$ cat src/rtl/mpf_pkg.sv
package mpf_pkg;

    // link roles by index; forward links carry information away from the root
    localparam int LINK_UPPER = 0;
    localparam int LINK_LEFT  = 1;
    localparam int LINK_LOWER = 2;
    localparam int LINK_RIGHT = 3;

    typedef enum logic {
        MODE_STARTUP = 1'b0,
        MODE_COUPLED = 1'b1
    } mesh_mode_e;

    // a link is live during startup only if it comes from above or from the left
    function automatic bit link_live_in_startup(input int idx);
        return (idx == LINK_UPPER) || (idx == LINK_LEFT);
    endfunction

endpackage

$ cat src/rtl/mpf_link_term.sv
module mpf_link_term #(
    parameter int ERR_W   = 5,
    parameter int WGT_W   = 4,
    parameter bit FORWARD = 1'b1,
    localparam int PROD_W = ERR_W + WGT_W + 1
) (
    input  logic                     coupled_en,
    input  logic signed [ERR_W-1:0]  err,
    input  logic        [WGT_W-1:0]  wgt,
    output logic signed [PROD_W-1:0] prod
);
    import mpf_pkg::*;

    logic link_on;

    // reverse links are gated off until the mesh is coupled
    always_comb begin
        link_on = FORWARD || (mesh_mode_e'(coupled_en) == MODE_COUPLED);
        if (link_on) begin
            prod = err * $signed({1'b0, wgt});
        end else begin
            prod = '0;
        end
    end

endmodule

$ cat src/rtl/mpf_prop_path.sv
module mpf_prop_path #(
    parameter int SUM_W = 12,
    parameter int KP_W  = 6,
    parameter int KP_SH = 2,
    localparam int PROP_W = SUM_W + KP_W + 1
) (
    input  logic signed [SUM_W-1:0] wsum,
    input  logic        [KP_W-1:0]  kprop,
    output logic signed [PROP_W:0]  prop_rnd
);
    localparam logic signed [PROP_W:0] HALF_P =
        (KP_SH > 0) ? ((PROP_W+1)'(1) << (KP_SH - 1)) : '0;

    logic signed [PROP_W-1:0] prod;
    logic signed [PROP_W:0]   biased;

    // round half up on the shifted product
    always_comb begin
        prod     = wsum * $signed({1'b0, kprop});
        biased   = {prod[PROP_W-1], prod} + HALF_P;
        prop_rnd = biased >>> KP_SH;
    end

endmodule

$ cat src/rtl/mpf_int_path.sv
module mpf_int_path #(
    parameter int SUM_W = 12,
    parameter int KI_W  = 6,
    parameter int KI_SH = 6,
    parameter int NDCO  = 10,
    localparam int NACC   = NDCO + KI_SH,
    localparam int STEP_W = SUM_W + KI_W + 1
) (
    input  logic                     clk,
    input  logic                     rst_n,
    input  logic signed [SUM_W-1:0]  wsum,
    input  logic        [KI_W-1:0]   kint,
    input  logic        [NDCO-1:0]   mid_code,
    output logic signed [STEP_W-1:0] int_step,
    output logic        [NACC-1:0]   acc_q,
    output logic        [NDCO:0]     acc_round
);
    localparam int WW = ((NACC > STEP_W) ? NACC : STEP_W) + 2;
    localparam logic signed [WW-1:0] ACC_MAX = {{(WW-NACC){1'b0}}, {NACC{1'b1}}};
    localparam logic [NACC:0] HALF_I =
        (KI_SH > 0) ? ((NACC+1)'(1) << (KI_SH - 1)) : '0;

    typedef struct packed {
        logic [NACC-1:0] acc;
    } int_state_t;

    int_state_t st_d;
    logic signed [WW-1:0] acc_x;
    logic signed [WW-1:0] step_x;
    logic signed [WW-1:0] sum_x;
    logic        [NACC:0] biased;
    logic        [NACC:0] shifted;

    always_comb begin
        int_step = wsum * $signed({1'b0, kint});
        acc_x    = $signed({{(WW-NACC){1'b0}}, acc_q});
        step_x   = {{(WW-STEP_W){int_step[STEP_W-1]}}, int_step};
        sum_x    = acc_x + step_x;
        // clamp instead of wrap
        if (sum_x < 0) begin
            st_d.acc = '0;
        end else if (sum_x > ACC_MAX) begin
            st_d.acc = ACC_MAX[NACC-1:0];
        end else begin
            st_d.acc = sum_x[NACC-1:0];
        end
        biased    = {1'b0, st_d.acc} + HALF_I;
        shifted   = biased >> KI_SH;
        acc_round = shifted[NDCO:0];
    end

    always_ff @(posedge clk) begin
        if (!rst_n) begin
            acc_q <= NACC'(mid_code) << KI_SH;
        end else begin
            acc_q <= st_d.acc;
        end
    end

endmodule

$ cat src/rtl/mesh_pi_filter.sv
module mesh_pi_filter #(
    parameter int NLINK = 4,
    parameter int ERR_W = 5,
    parameter int WGT_W = 4,
    parameter int NDCO  = 10,
    parameter int KP_W  = 6,
    parameter int KP_SH = 2,
    parameter int KI_W  = 6,
    parameter int KI_SH = 6
) (
    input  logic                   clk,
    input  logic                   rst_n,
    input  logic                   coupled_en,
    input  logic [NLINK*ERR_W-1:0] err_vec,
    input  logic [NLINK*WGT_W-1:0] wgt_vec,
    input  logic [KP_W-1:0]        kprop,
    input  logic [KI_W-1:0]        kint,
    input  logic [NDCO-1:0]        mid_code,
    output logic [NDCO-1:0]        ctrl_word
);
    localparam int PROD_W = ERR_W + WGT_W + 1;
    localparam int SUM_W  = PROD_W + $clog2(NLINK);
    localparam int PROP_W = SUM_W + KP_W + 1;
    localparam int NACC   = NDCO + KI_SH;
    localparam int STEP_W = SUM_W + KI_W + 1;
    localparam int OW     = (((NDCO + 2) > (PROP_W + 1)) ? (NDCO + 2) : (PROP_W + 1)) + 1;
    localparam logic signed [OW-1:0] CTRL_MAX = {{(OW-NDCO){1'b0}}, {NDCO{1'b1}}};

    typedef struct packed {
        logic [NDCO-1:0] ctrl;
    } out_state_t;

    logic signed [PROD_W-1:0] link_prod [NLINK];
    logic signed [SUM_W-1:0]  wsum;
    logic signed [PROP_W:0]   prop_rnd;
    logic signed [STEP_W-1:0] int_step;
    logic        [NACC-1:0]   acc_q;
    logic        [NDCO:0]     acc_round;
    logic signed [OW-1:0]     total;
    out_state_t               out_d;
    out_state_t               out_q;

    // one weighted term per neighbor link
    for (genvar g = 0; g < NLINK; g++) begin : g_link
        mpf_link_term #(
            .ERR_W  (ERR_W),
            .WGT_W  (WGT_W),
            .FORWARD(mpf_pkg::link_live_in_startup(g))
        ) u_term (
            .coupled_en(coupled_en),
            .err       ($signed(err_vec[g*ERR_W +: ERR_W])),
            .wgt       (wgt_vec[g*WGT_W +: WGT_W]),
            .prod      (link_prod[g])
        );
    end

    always_comb begin
        wsum = '0;
        for (int i = 0; i < NLINK; i++) begin
            wsum = wsum + {{(SUM_W-PROD_W){link_prod[i][PROD_W-1]}}, link_prod[i]};
        end
    end

    mpf_prop_path #(
        .SUM_W(SUM_W),
        .KP_W (KP_W),
        .KP_SH(KP_SH)
    ) u_prop (
        .wsum    (wsum),
        .kprop   (kprop),
        .prop_rnd(prop_rnd)
    );

    mpf_int_path #(
        .SUM_W(SUM_W),
        .KI_W (KI_W),
        .KI_SH(KI_SH),
        .NDCO (NDCO)
    ) u_int (
        .clk      (clk),
        .rst_n    (rst_n),
        .wsum     (wsum),
        .kint     (kint),
        .mid_code (mid_code),
        .int_step (int_step),
        .acc_q    (acc_q),
        .acc_round(acc_round)
    );

    // combine paths and clamp to the control-word range
    always_comb begin
        total = {{(OW-PROP_W-1){prop_rnd[PROP_W]}}, prop_rnd}
              + $signed({{(OW-NDCO-1){1'b0}}, acc_round});
        if (total < 0) begin
            out_d.ctrl = '0;
        end else if (total > CTRL_MAX) begin
            out_d.ctrl = CTRL_MAX[NDCO-1:0];
        end else begin
            out_d.ctrl = total[NDCO-1:0];
        end
    end

    always_ff @(posedge clk) begin
        if (!rst_n) begin
            out_q.ctrl <= mid_code;
        end else begin
            out_q <= out_d;
        end
    end

    assign ctrl_word = out_q.ctrl;

endmodule

$ cat config.mk
export PLATFORM = sky130hd
export DESIGN_NAME = mesh_pi_filter
export DESIGN_NICKNAME = d
export VERILOG_FILES = /design/src/rtl/mpf_pkg.sv /design/src/rtl/mpf_link_term.sv /design/src/rtl/mpf_prop_path.sv /design/src/rtl/mpf_int_path.sv /design/src/rtl/mesh_pi_filter.sv
export SDC_FILE = /design/constraint.sdc
export NUM_CORES = 1
export LEC_CHECK = 0
export BUFFER_PORTS_ARGS = -buffer_cell sky130_fd_sc_hd__clkbuf_2
export CAP_MARGIN = 20
export CORE_ASPECT_RATIO = 0.6
export CORE_MARGIN = 2
export CORE_UTILIZATION = 55
export CTS_BUF_LIST = sky130_fd_sc_hd__clkbuf_16
export DETAILED_ROUTE_END_ITERATION = 8
export PLACE_DENSITY = 0.72
export SLEW_MARGIN = 20
export SYNTH_ARGS = -nofsm -noshare
export SYNTH_HDL_FRONTEND = slang
export SYNTH_SLANG_ARGS = --single-unit
$ cat constraint.sdc
create_clock -name clk -period 24 [get_ports clk]
set_input_delay 2.4 -clock clk [delete_from_list [all_inputs] [get_ports clk]]
set_output_delay 2.4 -clock clk [all_outputs]
set_load 0.005 [all_outputs]
# --- Word-level counts from Yosys, hierarchy flattened ---
# Cells that the tools add are included.
# Widths: inputs -> output; s select.
op_classes:
  addsub: 7
  mul: 6
  div_mod_pow: 0
  magnitude_cmp: 4
  eq_ne: 0
  n_shift: 0
  mux: 8
  bitwise: 0
  n_reduce_logical: 0
ops:
  columns: ["operator", "n"]
  rows:
  - ["$mux 10", 5]
  - ["$mux 16", 3]
  - ["$mul 5x5->10", 4]
  - ["$mul 12x7->19", 2]
  - ["$add 17x19->20", 1]
  - ["$add 19x3->20 const B", 1]
  - ["$gt 20x17->1 const B", 1]
  - ["$lt 20x1->1 const B", 1]
  - ["$add 18x12->19", 1]
  - ["$gt 19x11->1 const B", 1]
  - ["$lt 19x1->1 const B", 1]
  - ["$add 16x6->17 const B", 1]
  - ["$add 11x10->12", 1]
  - ["$add 12x12->12", 1]
  - ["$add 10x10->11", 1]
totals:
  reg_bits: 26
  latchBits: 0
  mem_bits_rw: 0
  mem_bits_ro: 0
  input_bits: 61
  out_inout_bits: 10
  elab_cells: 28
  memories: 0

# --- Depth between registers and ports, before layout ---
depth:
  word_depth: 15
  depth_mapped: 62

# --- Cells and area by module ---
# Synthesis repeated with hierarchy kept, for this count alone.
hier_totals:
  hier_cells: 1552
  area_unflattened_um2: 13048.8
modules_own_cells:
  columns: ["module", "instances", "cells_per_inst", "area_per_inst_um2"]
  rows:
  - ["mpf_int_path", 1, 566, 4611.9]
  - ["mpf_prop_path", 1, 332, 2867.8]
  - ["mesh_pi_filter", 1, 216, 1960.6]
  - ["mpf_link_term at g_link[0].u_term ...", 2, 106, 868.3]
  - ["mpf_link_term at g_link[3].u_term", 1, 114, 940.9]
  - ["mpf_link_term at g_link[2].u_term", 1, 112, 930.9]

# --- Worst setup path after synthesis ---
# OpenSTA, ideal clock, no wires.
synth_path:
  kind: "input to register"
  start: "in wgt_vec[14]"
  end: "reg out_q, in the netlist ctrl_word[0]"
  setup_time_ps: 120
  arrival_ps: 15687
  required_time_ps: 23880
  setup_slack_ps: 8194
  cell_stages: 60
  n_path_buf: 3
  path_cell_list: "and2_1 -> ha_1 -> fa_1 -> fa_1 -> ha_1 -> a21oi_1 -> o21bai_1 -> a21oi_1 -> o21bai_1 -> a21oi_1 -> xnor2_1 -> and2_1 -> fa_1 -> inv_1 -> fa_1 -> inv_1 -> fa_1 -> inv_1 -> [24 not listed] -> nor2_1 -> nor2_1 -> ha_1 -> clkbuf_1 -> nand2_1 -> mux2i_1 -> a2bb2oi_1 -> nor2_1 -> ha_1 -> and3_1 -> a2111o_1 -> a221oi_1 -> o311ai_0 -> nor2_1 -> o2bb2a_1 -> o31ai_1 -> a21oi_2 -> a211o_1"
synth_lines:
  columns: ["element", "line_no", "text"]
  rows:
  - ["from (decl)", "mesh_pi_filter.sv:15", "input logic [NLINK*WGT_W-1:0] wgt_vec,"]
  - ["to (signal assigned)", "mesh_pi_filter.sv:107", "out_q <= out_d;"]
  - ["to (decl)", "mesh_pi_filter.sv:41", "out_state_t out_q;"]

==> impl_metrics.toml <==
[run_status]
status = "finished, final reports clean"

[logic_synthesis]
yosys_warnings = 0
ys_async_sr_fraction_pct = 0
synth.cell_area_um2 = 11900
yosysSeqAreaShare_pct = 4.37
ys_types = 66
synth-edff-count = 0
syn_inst = 1373
yosys_register_bits = 26
synth_flop_cell = "dfxtp_1"
synth_nets = 1800
avgSynthCellArea_um2 = 8.67

[setup_path]
critical_path_class = "in2reg"
crit_slowest_cell = "nor2_1"
critical_path.max_stage_delay_ps = 630
path_common_cell = "fa_1"
reg2reg_to = "ctrl_word[8]$_DFF_P_"
cp-start-kind = "input port"
worst-path-max-fanout = 12
cp.required_ps = 24170
reg2reg_slack_ps = 15960
end_kind = "flip-flop"
reg2reg_depth = 29
cp.arrival_ps = 17360
r2r-start = "u_int.acc_q[7]$_DFF_P_"

[min_path]
hold_path_class = "reg2reg"
min_from = "u_int.acc_q[0]$_SDFF_PN0_"
hold_end = "u_int.acc_q[0]$_SDFF_PN0_"
holdPathStages = 3

[timing]
finalCriticalPeriod_ps = 17200
slew_headroom_pct = 23.7
period_share_pct = 71.6
setup_tns_ps = 0
hold_viol = 0
tightestPinTransition_ps = 1140
fin_skew_ps = 2.87
max_freq_mhz = 58.2
finalMaxSlewViolations = 0
setup_viol = 0
rsz0062_at_grt = "no"

[clock_network]
post_cts_resized = 0
clk_latency_ps = 280
cts_buffer_depth = 2
htreeDepth = 1
cts_tree = "done"
cts_sinks = 26
hold_buffers = 0
clk_pin_slew_ps = 70
post_cts_buffers = 0
cts_made_buffers = 3
cts-root-buf = "clkbuf_16"

[route]
dr.pass1.iters = 5
avgRoutedWirePerCell_um = 16.8
wl_um = 28400
vias = 9335
drc = 0
drtIter0Drc = 645
ant_nets = 0
viasPerCell = 5.50

[floorplanning]
core-area_um2 = 21100
die_area_um2 = 22900
std_cell_rows = 41
fp.dieW_um = 194
io_pins = 71
die_h_um = 118
initial_utilization_pct = 56.3

[final_layout]
nFillCells = 1903
nNetsFinal = 1847
antenna_cells_inserted = 0
area_growth_pct = 5.83
drive_gt1_share_pct = 6.49

[placed_design]
io_buffers = 70
gp_routability_congestion = 0.935
hpwlAfterDp_um = 25300

[flow_run]
drv_cap = 0

[global_route]
grt_max_degree = 22
grt_pass1_vias = 9364
grt_pass1_wl_um = 47900
grt_overflow = 0
grt_usage_pct = 26.0
antenna_found_initial = 2
[stage by stage]
step / instances / util [%] / worst slack [ps] / cell area [um2] / hold WS, ps
final: 1697 / 59.6 / 6800 / 12600 / 576
after global routing: 1697 / 59.6 / 6020 / 12600 / 620
after CTS: 1697 / 59.6 / 7030 / 12600 / 582
after detailed placement: 1694 / 59.2 / 6750 / 12500 / 566
after global placement: 1694 / 59.2 / 7240 / 12500 / 542
after floorplan: 1373 / - / 8190 / 11900 / 539
[worst max path at each step]
stage | start | end | slack (ps) | cells after the start
after detailed placement | wgt_vec[14] | ctrl_word[0]$_DFF_P_ | 6750 | 58
after global placement | wgt_vec[10] | ctrl_word[0]$_DFF_P_ | 7240 | 58
after CTS | wgt_vec[14] | ctrl_word[8]$_DFF_P_ | 7030 | 58
after floorplan | wgt_vec[14] | ctrl_word[0]$_DFF_P_ | 8190 | 60
after global routing | wgt_vec[14] | ctrl_word[4]$_DFF_P_ | 6020 | 58
final | wgt_vec[10] | ctrl_word[8]$_DFF_P_ | 6800 | 59
[cell usage in the layout (no fill, tap or decap), types with 4 or more instances in the layout]
cell type	instances
inv_1	274
fa_1	202
and2_1	167
ha_1	164
nand2_1	101
clkbuf_2	70
nor2_1	64
xnor2_1	54
a21oi_1	50
dfxtp_1	26
o21ai_0	23
a21o_1	21
xor2_1	21
nand3_1	14
nor3_1	13
o21bai_1	10
nor2b_1	10
a221o_1	9
a211oi_1	8
o21a_1	8
o2bb2ai_1	8
buf_4	8
and3_1	6
or3_1	6
nor4_1	5
or4_1	4
a211o_1	4
o211ai_1	4
nand2b_1	4
nand4_1	4
[worst max-delay path, delay by kind of cell]
kind	cells	cell delay, ps
compound gates	22	4920
xor+xnor	1	80
fa+ha+maj	16	6930
buf+inv	8	520
mux	1	140
simple gates	11	2360
[synth_stat cells, types with 2 or more instances]
master       n  area share [%]
o211a_1      2            0.17
o311ai_0     3            0.22
xnor2_1     54             4.0
xor2_1      21             1.5
ha_1       164              17
nor2_1      64             2.0
o21a_1       8            0.50
or4_1        4            0.25
nand2_1    101             3.2
nor3_1      14            0.59
or3_1        6            0.32
o2bb2ai_1    8            0.59
a21oi_1     50             2.1
dfxtp_1     26             4.4
o211ai_1     4            0.25
o21bai_1    10            0.63
o31ai_1      2            0.13
buf_2        2           0.084
a22oi_1      2            0.13
o22a_1       2            0.15
inv_1      274             8.6
nor2b_1     10            0.53
clkbuf_1    32             1.0
a21oi_2      2            0.15
mux2i_1      3            0.25
a311oi_1     2            0.15
a221o_1      9            0.76
and2_1     167             8.8
a211oi_1     8            0.50
nand2b_1     4            0.21
fa_1       202              34
nor3b_1      2            0.13
mux2_2       3            0.28
a31oi_1      2            0.11
a211o_1      4            0.29
nor4_1       5            0.26
and3_1       6            0.32
o22ai_1      3            0.16
nand3_1     14            0.59
o21ai_0     23            0.97
a21o_1      21             1.3
nand4_1      4            0.21
nand3b_1     3            0.19
[metal layers]
layer,routed length [um],vias to the layer above,track usage (%),share of wire [%]
li1,-,4439,-,-
met1,14400,4627,42.2,51
met2,11600,261,36.1,41
met3,2400,8,6.16,8.5
met4,62,0,1.23,0.22
met5,0,-,0,0
[layout make-up]
class                      count  area [um2]  share of cell area (%)
inverter                     274        1030                    8.16
tap                          279         349                    2.77
timing repair buffer          78         410                    3.26
multi-input combinational   1037       10200                    81.1
sequential                    26         520                    4.13
clock buffer                   3        75.1                   0.596
[registers in the layout, summed over array words and instances (netlist names)]
register,count
u_int.acc_q,16
ctrl_word,10
[logic make-up (layout without fill, tap and decap cells)]
logic type	after synthesis	after routing	synth area share, %
XOR/XNOR	75	75	5.52
AO/OA/AOI/OAI	183	183	10.7
AND/OR/NAND/NOR	407	407	17.8
flip-flops	26	26	4.37
adder cells (fa/ha/maj)	366	366	51.2
multiplexers	6	6	0.536
buffers and inverters	310	355	9.86
Power is not shown: default switching activity piles up to over one toggle a cycle in this logic, so the estimate is an artifact.
